`config.mk`:
```
export PLATFORM = sky130hd
export DESIGN_NAME = rotating_moment_acc
export DESIGN_NICKNAME = d
export VERILOG_FILES = /design/src/rtl/rma_pkg.sv /design/src/rtl/rma_square_pipe.sv /design/src/rtl/rma_add_ring.sv /design/src/rtl/rma_tally.sv /design/src/rtl/rotating_moment_acc.sv
export SDC_FILE = /design/constraint.sdc
export NUM_CORES = 1
export LEC_CHECK = 0
export BUFFER_PORTS_ARGS = -buffer_cell sky130_fd_sc_hd__buf_2
export CORE_UTILIZATION = 29
export DETAILED_ROUTE_END_ITERATION = 8
export PLACE_DENSITY = 0.46
export SLEW_MARGIN = 10
export SYNTH_ARGS = -nofsm -noshare
export SYNTH_HDL_FRONTEND = slang
export SYNTH_SLANG_ARGS = --single-unit
```
`constraint.sdc`:
```
create_clock -name clk -period 2.5 [get_ports clk]
set_clock_uncertainty 0.15 [all_clocks]
set_input_delay 0.5 -clock clk [delete_from_list [all_inputs] [get_ports clk]]
set_output_delay 0.5 -clock clk [all_outputs]
set_load 0.02 [all_outputs]
```
`src/rtl/rma_pkg.sv`:
```
package rma_pkg;
  function automatic int square_width(input int dw);
    return 2 * dw;
  endfunction
endpackage

```
`src/rtl/rma_square_pipe.sv`:
```
module rma_square_pipe #(
  parameter int DATA_W  = 8,
  parameter int MUL_LAT = 2
) (
  input  logic                       clk,
  input  logic                       rst_n,
  input  logic                       in_v,
  input  logic signed [DATA_W-1:0]   in_x,
  output logic                       al_v,
  output logic signed [DATA_W-1:0]   al_x,
  output logic [2*DATA_W-1:0]        al_sq
);
  localparam int SQ_W = 2 * DATA_W;

  logic                     v_q  [MUL_LAT];
  logic signed [DATA_W-1:0] x_q  [MUL_LAT];
  logic [SQ_W-1:0]          sq_q [MUL_LAT];
  logic signed [SQ_W-1:0]   prod_d;

  always_comb prod_d = in_x * in_x;

  always_ff @(posedge clk or negedge rst_n) begin
    if (!rst_n) begin
      v_q[0]  <= 1'b0;
      x_q[0]  <= '0;
      sq_q[0] <= '0;
    end else begin
      v_q[0]  <= in_v;
      x_q[0]  <= in_x;
      sq_q[0] <= prod_d;
    end
  end

  for (genvar s = 1; s < MUL_LAT; s++) begin : g_stage
    always_ff @(posedge clk or negedge rst_n) begin
      if (!rst_n) begin
        v_q[s]  <= 1'b0;
        x_q[s]  <= '0;
        sq_q[s] <= '0;
      end else begin
        v_q[s]  <= v_q[s-1];
        x_q[s]  <= x_q[s-1];
        sq_q[s] <= sq_q[s-1];
      end
    end
  end

  assign al_v  = v_q[MUL_LAT-1];
  assign al_x  = x_q[MUL_LAT-1];
  assign al_sq = sq_q[MUL_LAT-1];

  // a square never exceeds the largest magnitude squared
  a_r2_square_range: assert property (@(posedge clk) disable iff (!rst_n)
    al_sq <= SQ_W'((1 << (DATA_W-1)) * (1 << (DATA_W-1))));
endmodule

```
`src/rtl/rma_add_ring.sv`:
```
module rma_add_ring #(
  parameter int W   = 24,
  parameter int LAT = 3
) (
  input  logic         clk,
  input  logic         rst_n,
  input  logic         add_en,
  input  logic [W-1:0] add_val,
  input  logic         clr,
  output logic [W-1:0] head
);
  logic [W-1:0] st_q [LAT];
  logic [W-1:0] base_d;
  logic [W-1:0] entry_d;

  always_comb begin
    base_d  = clr ? '0 : st_q[LAT-1];
    entry_d = base_d + (add_en ? add_val : '0);
  end

  always_ff @(posedge clk or negedge rst_n) begin
    if (!rst_n) st_q[0] <= '0;
    else        st_q[0] <= entry_d;
  end

  for (genvar s = 1; s < LAT; s++) begin : g_pipe
    always_ff @(posedge clk or negedge rst_n) begin
      if (!rst_n) st_q[s] <= '0;
      else        st_q[s] <= st_q[s-1];
    end
  end

  assign head = st_q[LAT-1];

  // with nothing added and no clear, the leaving state re-enters unchanged
  a_r4_state_kept: assert property (@(posedge clk) disable iff (!rst_n)
    (!add_en && !clr) |=> st_q[0] == $past(head));
  // a cleared state restarts from the sample alone
  a_r8_clear_fresh: assert property (@(posedge clk) disable iff (!rst_n)
    (clr && add_en) |=> st_q[0] == $past(add_val));
endmodule

```
`src/rtl/rma_tally.sv`:
```
module rma_tally #(
  parameter int CNT_W = 17
) (
  input  logic             clk,
  input  logic             rst_n,
  input  logic             inc,
  input  logic             restart,
  output logic [CNT_W-1:0] cnt
);
  logic [CNT_W-1:0] cnt_d;

  always_comb begin
    if (restart) cnt_d = CNT_W'(inc);
    else         cnt_d = cnt + CNT_W'(inc);
  end

  always_ff @(posedge clk or negedge rst_n) begin
    if (!rst_n) cnt <= '0;
    else        cnt <= cnt_d;
  end

  // outside a restart the count never moves backwards
  a_r4_count_monotonic: assert property (@(posedge clk) disable iff (!rst_n)
    !restart |=> cnt >= $past(cnt));
endmodule

```
`src/rtl/rotating_moment_acc.sv`:
```
module rotating_moment_acc
  import rma_pkg::*;
#(
  parameter int DATA_W     = 8,
  parameter int LAT        = 3,
  parameter int MUL_LAT    = 2,
  parameter int EPOCH_LOG2 = 16,
  parameter int SUM_W      = DATA_W + EPOCH_LOG2,
  parameter int SQACC_W    = 2 * DATA_W + EPOCH_LOG2,
  parameter int CNT_W      = EPOCH_LOG2 + 1
) (
  input  logic                      clk,
  input  logic                      rst_n,
  input  logic                      in_valid,
  input  logic signed [DATA_W-1:0]  in_data,
  input  logic                      rd_req,
  output logic                      out_valid,
  output logic                      out_first,
  output logic signed [SUM_W-1:0]   out_sum,
  output logic [SQACC_W-1:0]        out_sqsum,
  output logic [CNT_W-1:0]          out_count
);
  localparam int SQ_W = square_width(DATA_W);

  logic                     al_v;
  logic signed [DATA_W-1:0] al_x;
  logic [SQ_W-1:0]          al_sq;
  logic [SUM_W-1:0]         sum_ext;
  logic [SQACC_W-1:0]       sq_ext;
  logic [SUM_W-1:0]         head_sum;
  logic [SQACC_W-1:0]       head_sq;
  logic [CNT_W-1:0]         cnt;
  logic                     rd_q;
  logic                     first_d;
  logic [CNT_W-1:0]         count_d;

  rma_square_pipe #(.DATA_W(DATA_W), .MUL_LAT(MUL_LAT)) i_sq (
    .clk(clk), .rst_n(rst_n), .in_v(in_valid), .in_x(in_data),
    .al_v(al_v), .al_x(al_x), .al_sq(al_sq));

  always_comb begin
    sum_ext = {{(SUM_W-DATA_W){al_x[DATA_W-1]}}, al_x};
    sq_ext  = {{(SQACC_W-SQ_W){1'b0}}, al_sq};
    first_d = rd_req & ~rd_q;
    count_d = first_d ? cnt : out_count;
  end

  rma_add_ring #(.W(SUM_W), .LAT(LAT)) i_ring_sum (
    .clk(clk), .rst_n(rst_n), .add_en(al_v), .add_val(sum_ext),
    .clr(rd_req), .head(head_sum));

  rma_add_ring #(.W(SQACC_W), .LAT(LAT)) i_ring_sq (
    .clk(clk), .rst_n(rst_n), .add_en(al_v), .add_val(sq_ext),
    .clr(rd_req), .head(head_sq));

  rma_tally #(.CNT_W(CNT_W)) i_tally (
    .clk(clk), .rst_n(rst_n), .inc(al_v), .restart(first_d), .cnt(cnt));

  always_ff @(posedge clk or negedge rst_n) begin
    if (!rst_n) begin
      rd_q      <= 1'b0;
      out_valid <= 1'b0;
      out_first <= 1'b0;
      out_sum   <= '0;
      out_sqsum <= '0;
      out_count <= '0;
    end else begin
      rd_q      <= rd_req;
      out_valid <= rd_req;
      out_first <= first_d;
      out_sum   <= head_sum;
      out_sqsum <= head_sq;
      out_count <= count_d;
    end
  end

  // the count marker only appears inside a read
  a_r7_first_in_read: assert property (@(posedge clk) disable iff (!rst_n)
    out_first |-> out_valid);
  // a request shows as a valid output one cycle later
  a_r10_valid_follows: assert property (@(posedge clk) disable iff (!rst_n)
    rd_req |=> out_valid);
  // no request, no valid output
  a_r10_no_spurious: assert property (@(posedge clk) disable iff (!rst_n)
    !rd_req |=> !out_valid);
  // a rising request marks the first read cycle
  a_r7_first_on_rise: assert property (@(posedge clk) disable iff (!rst_n)
    (rd_req && !rd_q) |=> out_first);
  // the published count holds between reads
  a_r7_count_held: assert property (@(posedge clk) disable iff (!rst_n)
    !out_first |-> $stable(out_count));
endmodule

```
==> flow_summary_export.csv <==
group,metric,value,unit
drt,viasPerCell,4.258,
global_route,antenna_found_initial,0,
cells_and_area,num-fill-cells,4136,
setup_path,path_buf_inv,4,
setup_path,required,2.76,ns
timing,fin_crit_sh,1.568,
cells_and_area,final_area,18970,µm²
drt,drc,0,
die,start_util,0.2961,
setup_path,worst-r2r-setup-slack,-0.26,ns
outcome,run_status,"complete, but fails checks",
drt,drt-pass1-iter-count,4,
setup_path,timing.rr.start,"i_sq.al_v",
clock_tree,clk_pin_slew,0.05,ns
logic_synthesis,synthTopCellsByArea,"dfrtp_1 58%, fa_1 6.5%, ha_1 6.3%, xnor2_1 3.5%, nand2_1 3.2%",
drt,wl_per_cell,13.89,µm
placed_design,io_buffers,86,
setup_path,reg2regPathDepth,10,
global_route,grt_pass1_vias,9345,
logic_synthesis,netlist_area,13210,µm²
setup_path,slowest_stage,"fa_1",
min_path,hold_class,"input pin to flop",
cells_and_area,diodes,0,
clock_tree,cts_tree,"done",
logic_synthesis,synth_cells,1091,
clock_tree,clk_path_buf_depth,3,
setup_path,critical_path_class,"input pin to flop",
logic_synthesis,yosysUniqueCellTypes,61,
global_route,grt_max_degree,80,
drt,num_vias,8677,
timing,fmax,0.2551,GHz
logic_synthesis,yosys-top-cells-count,"306 x dfrtp_1, 111 x nand2_1, 95 x inv_1, 67 x ha_1",
global_route,grt_use_total,0.1256,
setup_path,cp_common_cell,"fa_1",
timing,hold_violations,0,
die,die_area,46400,µm²
outcome,violations,"negative setup slack",
global_route,grt_pass1_wl,47400,µm
run,cap_violations,0,
setup_path,critPathArrivalTime,4.18,ns
logic_synthesis,synth.largest_area_cell,"dfrtp_1",
timing,slew_viol_final,0,
die,ios,87,
power_and_ir_drop,leakage,8.954,nW
cells_and_area,syn2layout_area_growth,43.61,%
timing,finalCriticalPeriod,3.920,ns
logic_synthesis,synth_most_common_cell,"dfrtp_1",
clock_tree,cts-root-buf,"clkbuf_16",
global_route,gr-total-overflow,0,
clock_tree,htree_num_levels,2,
logic_synthesis,synth_nets,1213,
drt,ant_nets,0,
placed_design,placed_area,16270,µm²
cells_and_area,final_layout_size_suffix_gt1_frac,0.3997,
die,rows,77,
setup_path,path_cells,"buf_12 -> buf_6 -> and2_4 -> xnor2_4 -> ha_4 -> a41o_1 -> fa_1 -> fa_1 -> inv_2 -> fa_1 -> inv_2 -> ha_4 -> o21a_1 -> a2111oi_4 -> or2_4 -> o21ai_2 -> xor2_1",
power_and_ir_drop,max-vdd-ir-drop,0.4231,mV
timing,postLayoutSetupSlackWorst,-1.420,ns
setup_path,cp_max_fo,5,
setup_path,cp_top_family,"adder cells",
die,fp.coreArea,44610,µm²
power_and_ir_drop,p_per_area,950.2,nW/µm²
timing,rsz0062_at_grt,"true",
drt,routed_wl,28310,µm
logic_synthesis,async_flop_share,1.000,
clock_tree,cts_buffers,35,
logic_synthesis,ys_seq_elements,306,
cells_and_area,finalNetCount,1542,
die,die_w,215.4,µm
placed_design,dp_slack,-1.997,ns
timing,worst_pin_slew,0.6892,ns
logic_synthesis,ys_seq_area_frac,0.5798,
min_path,hold_depth,2,
min_path,hold_path_end,"i_sq.x_q[15]",
setup_path,start_kind,"input pin",
logic_synthesis,synthFlopType,"dfrtp_1",
logic_synthesis,postSynthAreaPerCell,12.10,µm²
logic_synthesis,synth_top_area_share,0.5798,
setup_path,end_kind,"flop",
setup_path,r2r-end,"i_ring_sum.st_q[70]",
min_path,hp-start,"in_data[7]",
clock_tree,clk_latency,0.53,ns
timing,setup_viol,40,
logic_synthesis,synth_edf_count,0,
clock_tree,cts.sinks,306,
cells_and_area,multi_input_area,6481,µm²
timing,slew_headroom,0.5405,
setup_path,critPathMaxStageDelay,0.51,ns
placed_design,gp_congestion,0.8189,
drt,initialDrtViolationCount,439,
die,fp.dieH,215.4,µm
logic_synthesis,ys_warn_count,0,
cells_and_area,seq_area,7659,µm²
placed_design,post-dp-hpwl,19490,µm
cell usage in the layout (no fill, tap or decap), types with 6 or more instances in the layout:
master     Yosys  final
nand2b_1       9      8
clkbuf_8       0      6
buf_4          0    184
nand2_1      111     97
dfrtp_1      306    305
nand2_4        0      9
and2_1        42     24
buf_12         0     15
xnor2_1       53     45
a21oi_1       41     19
inv_1         95     80
xnor2_2        0      7
a21oi_2        1     13
a21oi_4        0     10
clkbuf_16      0     36
o21ai_2        0     10
xor2_1        25     22
a21o_1         6      6
fa_1          43     40
ha_4           0     44
o21a_1         6      6
buf_6          1     34
buf_2          0     79
o21ai_0       23     11
a211oi_2       0      6
inv_2          0     13
nor2b_1       53     51
nand4_1       14     14
and2_4         0     19
clkbuf_1      23      8
nor2_1        48     44
nand3_1       22     17
ha_1          67     21
flip-flops by register name, summed over array words and instances, names as in the netlist:
register,cells
i_sq.al_sq,15
i_sq.sq_q,14
i_ring_sq.st_q,64
i_ring_sum.st_q,48
out_count,17
out_valid,1
out_first,1
i_sq.x_q,8
i_sq.al_x,7
i_ring_sq.head,32
i_ring_sum.head,24
out_sqsum,32
out_sum,24
i_tally.cnt,17
i_sq.al_v,1
i_sq.v_q,1
stage by stage:
stage	instances	util	hold slack, ns	total power, mW	TNS [ns]
floorplan	1091	-	0.05441	9.779	-19.90
global placement	1942	0.3648	0.1813	11.95	-32.72
detailed placement	1942	0.3648	0.1847	12.00	-32.60
CTS	2029	0.4142	0.03612	18.00	-14.76
global route	2038	0.4252	0.07564	19.26	-18.83
finish	2038	0.4252	0.09015	18.02	-14.22
final cells by class:
type,instances,share of cell area
timing repair buffer,317,0.1331
clock inverter,13,0.009764
tap,592,0.03906
multi-input combinational,665,0.3417
inverter,95,0.01907
clock buffer,50,0.05344
sequential,306,0.4038
power by group:
| group | internal (mW) | switching (mW) | total [mW] |
|---|---|---|---|
| logic | 3.27 | 3.10 | 6.37 |
| registers | 6.06 | 0.397 | 6.46 |
| clock network | 3.25 | 1.95 | 5.20 |
| total | 12.6 | 5.45 | 18.0 |
per-layer routing:
metal  track usage  wire length, µm
met4       0.04137              695
met1        0.1770            13630
met2        0.1940            13120
met5             0                0
met3       0.02396              868
cells by family after synthesis:
group	after synthesis	synth area share
compound gates	139	0.07381
xor+xnor	78	0.05173
fa+ha+maj	110	0.1287
buf+inv	121	0.03496
flops	306	0.5798
mux	7	0.005779
simple gates	330	0.1252
worst max path at each step:
stage | start | to | slack [ns] | depth (start not counted)
CTS | in_data[7] | i_sq.sq_q[31] | -1.32 | 18
finish | in_data[7] | i_sq.sq_q[29] | -1.42 | 17
global route | in_data[7] | i_sq.sq_q[31] | -1.53 | 17
floorplan | in_data[6] | i_sq.sq_q[30] | -1.69 | 14
global placement | in_data[7] | i_sq.sq_q[31] | -1.93 | 18
detailed placement | in_data[7] | i_sq.sq_q[31] | -2.00 | 16
repair_timing:
item,CTS,global route
hold endpoints to repair,68,0
hold buffers,2,0
gates resized for setup,147,83
pin swaps,84,78
cloned,2,0
endpoints found under the setup margin,48,49
setup buffers,23,13
Power figures use the tool's default switching activity.
